`config.mk`:
```
export PLATFORM = sky130hd
export DESIGN_NAME = cmp3_timer
export DESIGN_NICKNAME = d
export VERILOG_FILES = /design/src/rtl/cmp3_timer_pkg.sv /design/src/rtl/cmp3_tick_gen.sv /design/src/rtl/cmp3_counter.sv /design/src/rtl/cmp3_match.sv /design/src/rtl/cmp3_timer.sv
export SDC_FILE = /design/constraint.sdc
export NUM_CORES = 1
export LEC_CHECK = 0
export BUFFER_PORTS_ARGS = -buffer_cell sky130_fd_sc_hd__buf_2
export CAP_MARGIN = 20
export CORE_UTILIZATION = 45
export CTS_BUF_LIST = sky130_fd_sc_hd__clkbuf_8
export CTS_CLUSTER_DIAMETER = 80
export DETAILED_ROUTE_END_ITERATION = 10
export MAX_ROUTING_LAYER = met4
export PLACE_DENSITY = 0.74
export RECOVER_POWER = 25
export SYNTH_ARGS = -nofsm -noshare
export SYNTH_HDL_FRONTEND = slang
export SYNTH_HIERARCHICAL = 1
export SYNTH_SLANG_ARGS = --single-unit
```
`constraint.sdc`:
```
create_clock -name clk -period 2.9 [get_ports clk]
set_input_delay 0.145 -clock clk [delete_from_list [all_inputs] [get_ports clk]]
set_output_delay 0.145 -clock clk [all_outputs]
set_load 0.02 [all_outputs]
```
`src/rtl/cmp3_timer_pkg.sv`:
```
package cmp3_timer_pkg;
  localparam int DATA_W  = 32;
  localparam int ADDR_W  = 4;
  localparam int NCMP    = 3;
  localparam int STAT_W  = 6;
  localparam int SRC_W   = 3;

  localparam logic [ADDR_W-1:0] OFF_CTRL  = 4'd0;
  localparam logic [ADDR_W-1:0] OFF_DIV   = 4'd1;
  localparam logic [ADDR_W-1:0] OFF_STAT  = 4'd2;
  localparam logic [ADDR_W-1:0] OFF_IEN   = 4'd3;
  localparam logic [ADDR_W-1:0] OFF_CMP0  = 4'd4;
  localparam logic [ADDR_W-1:0] OFF_COUNT = 4'd9;

  localparam int B_EN    = 0;
  localparam int B_ENMOD = 1;
  localparam int B_SRC   = 6;
  localparam int B_FREE  = 9;
  localparam int B_SWR   = 15;
  localparam int ST_ROLL = 5;

  localparam logic [DATA_W-1:0] CTRL_ZERO_MASK = 32'h0000_7C14;
  localparam logic [DATA_W-1:0] CTRL_SWR_CLR   = 32'h0000_003F;

  typedef enum logic [SRC_W-1:0] {
    SRC_NONE = 3'b000,
    SRC_PCLK = 3'b001,
    SRC_PCLK_HF = 3'b010,
    SRC_SLOW = 3'b100
  } src_sel_e;
endpackage

```
`src/rtl/cmp3_tick_gen.sv`:
```
module cmp3_tick_gen
  import cmp3_timer_pkg::*;
#(
  parameter int DIV_W = 12
) (
  input  logic             clk,
  input  logic             rst_n,
  input  logic             clr,
  input  logic             run,
  input  logic [SRC_W-1:0] src_sel,
  input  logic [DIV_W-1:0] div_val,
  input  logic             tick_pclk,
  input  logic             tick_slow,
  output logic             adv
);
  logic             src_tick;
  logic [DIV_W-1:0] div_q;

  always_comb begin
    case (src_sel)
      SRC_PCLK, SRC_PCLK_HF: src_tick = tick_pclk;
      SRC_SLOW:              src_tick = tick_slow;
      default:               src_tick = 1'b0;
    endcase
  end

  assign adv = run && src_tick && (div_q >= div_val);

  always_ff @(posedge clk or negedge rst_n) begin
    if (!rst_n)                div_q <= '0;
    else if (clr)              div_q <= '0;
    else if (run && src_tick)  div_q <= (div_q >= div_val) ? '0 : div_q + DIV_W'(1);
  end

  // with a nonzero divider two steps are never back to back
  p_div_gap_r4: assert property (@(posedge clk) disable iff (!rst_n)
    (adv && !clr) |=> (!adv || div_val == '0));
endmodule

```
`src/rtl/cmp3_counter.sv`:
```
module cmp3_counter #(
  parameter int CNT_W = 32
) (
  input  logic             clk,
  input  logic             rst_n,
  input  logic             clr,
  input  logic             adv,
  input  logic             restart_mode,
  input  logic [CNT_W-1:0] wrap_at,
  output logic [CNT_W-1:0] cnt,
  output logic [CNT_W-1:0] cnt_next,
  output logic             wrapped
);
  logic [CNT_W-1:0] cnt_q;

  assign cnt_next = (restart_mode && cnt_q == wrap_at) ? '0 : cnt_q + CNT_W'(1);
  assign wrapped  = adv && !clr && (cnt_q == '1);
  assign cnt      = cnt_q;

  always_ff @(posedge clk or negedge rst_n) begin
    if (!rst_n)   cnt_q <= '0;
    else if (clr) cnt_q <= '0;
    else if (adv) cnt_q <= cnt_next;
  end

  // without a step or clear the count holds
  p_hold_r12: assert property (@(posedge clk) disable iff (!rst_n)
    (!adv && !clr) |=> $stable(cnt_q));
  // restart mode returns to zero after the channel-1 match
  p_restart_r9: assert property (@(posedge clk) disable iff (!rst_n)
    (adv && restart_mode && cnt_q == wrap_at) |=> (cnt_q == '0));
endmodule

```
`src/rtl/cmp3_match.sv`:
```
module cmp3_match
  import cmp3_timer_pkg::*;
#(
  parameter int CNT_W = 32
) (
  input  logic                       step,
  input  logic [CNT_W-1:0]           cnt_next,
  input  logic [NCMP-1:0][CNT_W-1:0] cmp,
  output logic [NCMP-1:0]            hit
);
  for (genvar k = 0; k < NCMP; k++) begin : g_ch
    assign hit[k] = step && (cnt_next == cmp[k]);
  end
endmodule

```
`src/rtl/cmp3_timer.sv`:
```
module cmp3_timer
  import cmp3_timer_pkg::*;
#(
  parameter int CNT_W = 32,
  parameter int DIV_W = 12
) (
  input  logic              clk,
  input  logic              rst_n,
  input  logic              bus_sel,
  input  logic              bus_wr,
  input  logic [ADDR_W-1:0] bus_addr,
  input  logic [DATA_W-1:0] bus_wdata,
  output logic [DATA_W-1:0] bus_rdata,
  input  logic              tick_pclk,
  input  logic              tick_slow,
  output logic              irq
);
  logic [DATA_W-1:0]          ctrl_q, ctrl_new;
  logic [DIV_W-1:0]           div_q;
  logic [STAT_W-1:0]          stat_q, ien_q, stat_set, stat_clr;
  logic [NCMP-1:0][CNT_W-1:0] cmp_q;
  logic [NCMP-1:0]            wr_cmp, hit;
  logic [CNT_W-1:0]           cnt, cnt_next;
  logic wr_any, wr_ctrl, wr_div, wr_stat, wr_ien;
  logic swr, en_restart, cmp_restart, cnt_clr, adv, wrapped;

  assign wr_any  = bus_sel && bus_wr;
  assign wr_ctrl = wr_any && bus_addr == OFF_CTRL;
  assign wr_div  = wr_any && bus_addr == OFF_DIV;
  assign wr_stat = wr_any && bus_addr == OFF_STAT;
  assign wr_ien  = wr_any && bus_addr == OFF_IEN;
  for (genvar k = 0; k < NCMP; k++) begin : g_wsel
    assign wr_cmp[k] = wr_any && bus_addr == OFF_CMP0 + ADDR_W'(k);
  end

  assign ctrl_new    = bus_wdata & ~CTRL_ZERO_MASK;
  assign swr         = wr_ctrl && ctrl_new[B_SWR];
  assign en_restart  = wr_ctrl && !swr && !ctrl_q[B_EN] && ctrl_new[B_EN] && ctrl_new[B_ENMOD];
  assign cmp_restart = wr_cmp[0] && !ctrl_q[B_FREE];
  assign cnt_clr     = swr || en_restart || cmp_restart;

  cmp3_tick_gen #(.DIV_W(DIV_W)) u_tick (
    .clk(clk), .rst_n(rst_n), .clr(cnt_clr), .run(ctrl_q[B_EN]),
    .src_sel(ctrl_q[B_SRC +: SRC_W]), .div_val(div_q),
    .tick_pclk(tick_pclk), .tick_slow(tick_slow), .adv(adv)
  );

  cmp3_counter #(.CNT_W(CNT_W)) u_cnt (
    .clk(clk), .rst_n(rst_n), .clr(cnt_clr), .adv(adv),
    .restart_mode(!ctrl_q[B_FREE]), .wrap_at(cmp_q[0]),
    .cnt(cnt), .cnt_next(cnt_next), .wrapped(wrapped)
  );

  cmp3_match #(.CNT_W(CNT_W)) u_match (
    .step(adv && !cnt_clr), .cnt_next(cnt_next), .cmp(cmp_q), .hit(hit)
  );

  always_comb begin
    stat_set = '0;
    stat_set[NCMP-1:0] = hit;
    stat_set[ST_ROLL]  = wrapped;
    stat_clr = wr_stat ? bus_wdata[STAT_W-1:0] : '0;
  end

  always_ff @(posedge clk or negedge rst_n) begin
    if (!rst_n) begin
      ctrl_q <= '0;
      div_q  <= '0;
      stat_q <= '0;
      ien_q  <= '0;
      cmp_q  <= '1;
    end else begin
      if (wr_ctrl)            ctrl_q <= swr ? (ctrl_new & ~CTRL_SWR_CLR) : ctrl_new;
      else if (ctrl_q[B_SWR]) ctrl_q[B_SWR] <= 1'b0;
      if (swr) begin
        div_q  <= '0;
        stat_q <= '0;
        ien_q  <= '0;
        cmp_q  <= '1;
      end else begin
        if (wr_div) div_q <= bus_wdata[DIV_W-1:0];
        if (wr_ien) ien_q <= bus_wdata[STAT_W-1:0];
        stat_q <= (stat_q & ~stat_clr) | stat_set;
        for (int k = 0; k < NCMP; k++)
          if (wr_cmp[k]) cmp_q[k] <= bus_wdata[CNT_W-1:0];
      end
    end
  end

  always_comb begin
    bus_rdata = '0;
    case (bus_addr)
      OFF_CTRL:  bus_rdata = ctrl_q;
      OFF_DIV:   bus_rdata = DATA_W'(div_q);
      OFF_STAT:  bus_rdata = DATA_W'(stat_q);
      OFF_IEN:   bus_rdata = DATA_W'(ien_q);
      OFF_COUNT: bus_rdata = DATA_W'(cnt);
      default: begin
        for (int k = 0; k < NCMP; k++)
          if (bus_addr == OFF_CMP0 + ADDR_W'(k)) bus_rdata = DATA_W'(cmp_q[k]);
      end
    endcase
  end

  assign irq = ctrl_q[B_EN] && |(stat_q & ien_q);

  // the soft-reset bit clears itself on the next edge
  p_swr_self_clear_r11: assert property (@(posedge clk) disable iff (!rst_n)
    (ctrl_q[B_SWR] && !wr_ctrl) |=> !ctrl_q[B_SWR]);
  // a fresh rollover flag always coincides with a zero count
  p_roll_zero_r5: assert property (@(posedge clk) disable iff (!rst_n)
    $rose(stat_q[ST_ROLL]) |-> (cnt == '0));
  for (genvar k = 0; k < NCMP; k++) begin : g_chk
    // a fresh compare flag means the count sits on that compare value
    p_cmp_flag_r6: assert property (@(posedge clk) disable iff (!rst_n)
      ($rose(stat_q[k]) && $stable(cmp_q[k])) |-> (cnt == cmp_q[k]));
  end
endmodule

```
==> flow_summary_export.csv <==
group,metric,value,unit
floorplan,dieArea,29600,sq um
detailed_routing,vias_per_cell,6.43,
sta,slew_violations,150,
place,hpwl,35700,um
detailed_routing,drt_pre_antenna_iters,6,
power_and_ir_drop,combPwrFrac,34.9,%
grt,overflow,0,
critical_path,path_max_fanout,7,
floorplan,std_cell_rows,61,
worst_hold_path,holdCritPathClass,"input port to flop",
critical_path,worst_setup_path_end_kind,"flop",
floorplan,initial_core_util,46.3,%
sta,worstMarginPinSlew,2.74,ns
critical_path,slowest_stage,"dfstp_2",
critical_path,reg2reg_setup_slack,-0.41,ns
critical_path,crit_type,"flop to flop",
synthesis,synth_seq_area_share,37.3,%
detailed_routing,drt_iter0_drc,1861,
worst_hold_path,worst_hold_path.endpoint,"cmp_q[79]",
power_and_ir_drop,switchingPower,3.43,mW
floorplan,die_w,172,um
power_and_ir_drop,leakagePower,7.28,nW
synthesis,synth_edf_count,0,
cells_and_area,synthToLayoutAreaGrowth,23.4,%
place,portBuffers,74,
clock_tree,clk_latency,0.50,ns
critical_path,cpLargestDelayFamily,"simple AND/OR/NAND/NOR gates",
clock_tree,clkTransAtPathRegs,0.10,ns
sta,relSlewSlack,-82.4,%
power_and_ir_drop,power,8.99,mW
cells_and_area,fin_nets,1700,
clock_tree,root_buffer,"clkbuf_8",
detailed_routing,routed_wl,51500,um
cells_and_area,multi_input_area,7740,sq um
floorplan,die_y,172,um
clock_tree,clock_sink_count,189,
grt,grt_pass1_vias,12200,
synthesis,syn_area,13000,sq um
critical_path,worstPathBufferInverterCount,3,
run,max_cap_viol_count,2,
synthesis,postSynthCellCount,1432,
detailed_routing,drc,0,
clock_tree,cts_made_buffers,17,
critical_path,crit_start,"cmp_q[25]",
critical_path,rr_startpoint,"cmp_q[25]",
cells_and_area,final_cell_mix,"nand3_1 (239), buf_4 (197), xor2_1 (149)",
synthesis,yosys-top-cells-area,"dfstp_2 (19%), dfrtp_1 (18%), xor2_1 (11%), nand3_1 (9.3%), o21ai_0 (4.9%)",
critical_path,reg2reg_depth,14,
sta,layout_min_cycle_time,3.31,ns
power_and_ir_drop,p_seq_share,44.4,%
clock_tree,clockBufferDepth,2,
floorplan,boundaryPins,75,
floorplan,fp.coreArea,28100,sq um
sta,max_freq,0.302,GHz
detailed_routing,vias,13100,
power_and_ir_drop,internal_power,5.56,mW
synthesis,yosysUniqueCellTypes,86,
cells_and_area,final_util,57.1,%
detailed_routing,antenna_left,0,
synthesis,synth-seq-cells,189,
synthesis,synth-warning-count,6,
synthesis,async_reset_ff_share,100,%
cells_and_area,antenna_cells,0,
place,gp_congestion,1.03,
power_and_ir_drop,vdd_drop_max,0.000267,V
sta,fin_ws,-0.412,ns
power_and_ir_drop,powerDensity,561,nW/um^2
grt,grt_max_degree,100,
grt,grt_pass1_wl,77400,um
critical_path,required,3.30,ns
critical_path,crit_path_start_kind,"flop",
critical_path,rr_endpoint,"stat_q[1]",
clock_tree,htree_levels,4,
synthesis,syn_nets,1488,
synthesis,synth_area_per_cell,9.07,sq um
synthesis,yosys.area.top_type_share,19.4,%
critical_path,cpPeakStageDelay,0.53,ns
status,status,"finished with violations",
sta,fin_crit_sh,114,%
clock_tree,cts_tree,"built",
cells_and_area,regArea,4860,sq um
power_and_ir_drop,clkPwrFrac,20.7,%
sta,setup_viol,4,
detailed_routing,wl_per_cell,25.3,um
synthesis,synth_ff_type,"dfstp_2",
critical_path,cp_cell_sequence,"nand2b_1 -> o221ai_1 -> or4_4 -> nor3_4 -> buf_12 -> buf_12 -> buf_12 -> nor2_2 -> xor2_1 -> nor4_2 -> nand4_1 -> nor3_4 -> nor4b_2 -> nor3_2",
status,violations,"max-capacitance violations, max-slew violations, negative setup slack",
sta,hold_violations,0,
worst_hold_path,hold_depth,2,
synthesis,yosys.area.top_type,"dfstp_2",
grt,track_usage,36.5,%
critical_path,cp.arrival,3.71,ns
cells_and_area,layout_commonest_cell,"nand3_1",
critical_path,crit_path_frequent_cell,"buf_12",
grt,antenna_found_initial,0,
power_and_ir_drop,p_sw_share,38.1,%
worst_hold_path,hold_start,"bus_wdata[15]",
sta,fin_skew,0.0257,ns
sta,rsz0062_at_grt,"yes",
cells_and_area,drive_gt1_share,32.8,%
sta,holdWs,0.0703,ns
cells_and_area,n_fill_cell,2527,
[registers in the layout (all words and copies together) (netlist names)]
| signal | count |
|---|---|
| stat_q | 6 |
| div_q | 12 |
| cmp_q | 96 |
| ien_q | 6 |
| ctrl_q | 25 |
| u_cnt/cnt | 32 |
| u_tick/div_q | 12 |
[what timing repair did]
| action | 4_1_cts | 5_1_grt |
|---|---|---|
| resized for setup | 63 | 32 |
| setup buffers | 14 | 6 |
| endpoints found under the hold margin | 182 | 0 |
| gates cloned | 2 | 0 |
| hold buffers | 32 | 0 |
| pin swaps | 38 | 25 |
| endpoints found under the setup margin | 3 | 33 |
[synth_stat cells, types with 22 or more instances]
library cell / number
o22ai_1: 22
nor2_1: 71
mux2i_1: 36
buf_2: 43
xnor2_1: 23
a21oi_1: 38
clkbuf_1: 44
o21ai_0: 126
nor4_1: 38
dfrtp_1: 93
nand3_1: 242
xor2_1: 157
inv_1: 26
nand4_1: 29
nand2_1: 46
dfstp_2: 96
nor3_1: 24
[power by group through the flow]
stage          clock [mW]  sequential [mW]  combinational, mW
6_report             1.86             3.99               3.14
2_1_floorplan           0             3.81               1.60
3_5_place_dp            0             3.99               2.82
3_3_place_gp            0             3.97               2.78
5_1_grt              1.96             4.03               3.32
4_1_cts              1.86             3.95               2.96
[metal layers]
| metal | vias to the layer above | track usage [%] | share of wire, % |
|---|---|---|---|
| met2 | 919 | 52.6 | 44 |
| met4 | 0 | 12.3 | 3.3 |
| met3 | 138 | 7.74 | 11 |
| li1 | 5602 | - | - |
| met5 | - | - | 0 |
| met1 | 6418 | 50.7 | 42 |
[final cells by class]
| type | instances | area share (%) |
|---|---|---|
| clock inverter | 12 | 0.773 |
| tap | 378 | 2.95 |
| timing repair buffer | 322 | 15.4 |
| inverter | 27 | 0.632 |
| multi-input combinational | 1087 | 48.3 |
| sequential | 189 | 30.3 |
| clock buffer | 20 | 1.72 |
[kinds of logic after synthesis]
logic type	Yosys count	share of synthesized area (%)
DFF	189	37.3
buffers and inverters	156	6.66
and+or+nand+nor	538	22.5
xor gates and xnor gates	180	12.1
AOI/OAI and AO/OA	290	14.1
muxes	65	5.95
adders and majority gates	14	1.35
[worst max-delay path by stage]
stage | to | slack, ns | depth (start not counted)
global route | stat_q[1] | -0.51 | 14
CTS | stat_q[1] | -0.35 | 14
finish | stat_q[1] | -0.41 | 14
floorplan | stat_q[0] | 0.009 | 13
global placement | stat_q[0] | -0.55 | 14
detailed placement | stat_q[0] | -0.57 | 14
[per-stage QoR]
step / instances / TNS [ns] / setup WS [ns] / area (sq um)
6_report: 2035 / -1.14 / -0.412 / 16000
2_1_floorplan: 1432 / 0 / 0.00943 / 13000
3_5_place_dp: 1951 / -1.43 / -0.569 / 14700
4_1_cts: 2030 / -0.918 / -0.348 / 15800
5_1_grt: 2035 / -12.90 / -0.513 / 16000
3_3_place_gp: 1951 / -1.41 / -0.552 / 14700
No activity file was read; power rests on OpenSTA's default activity.
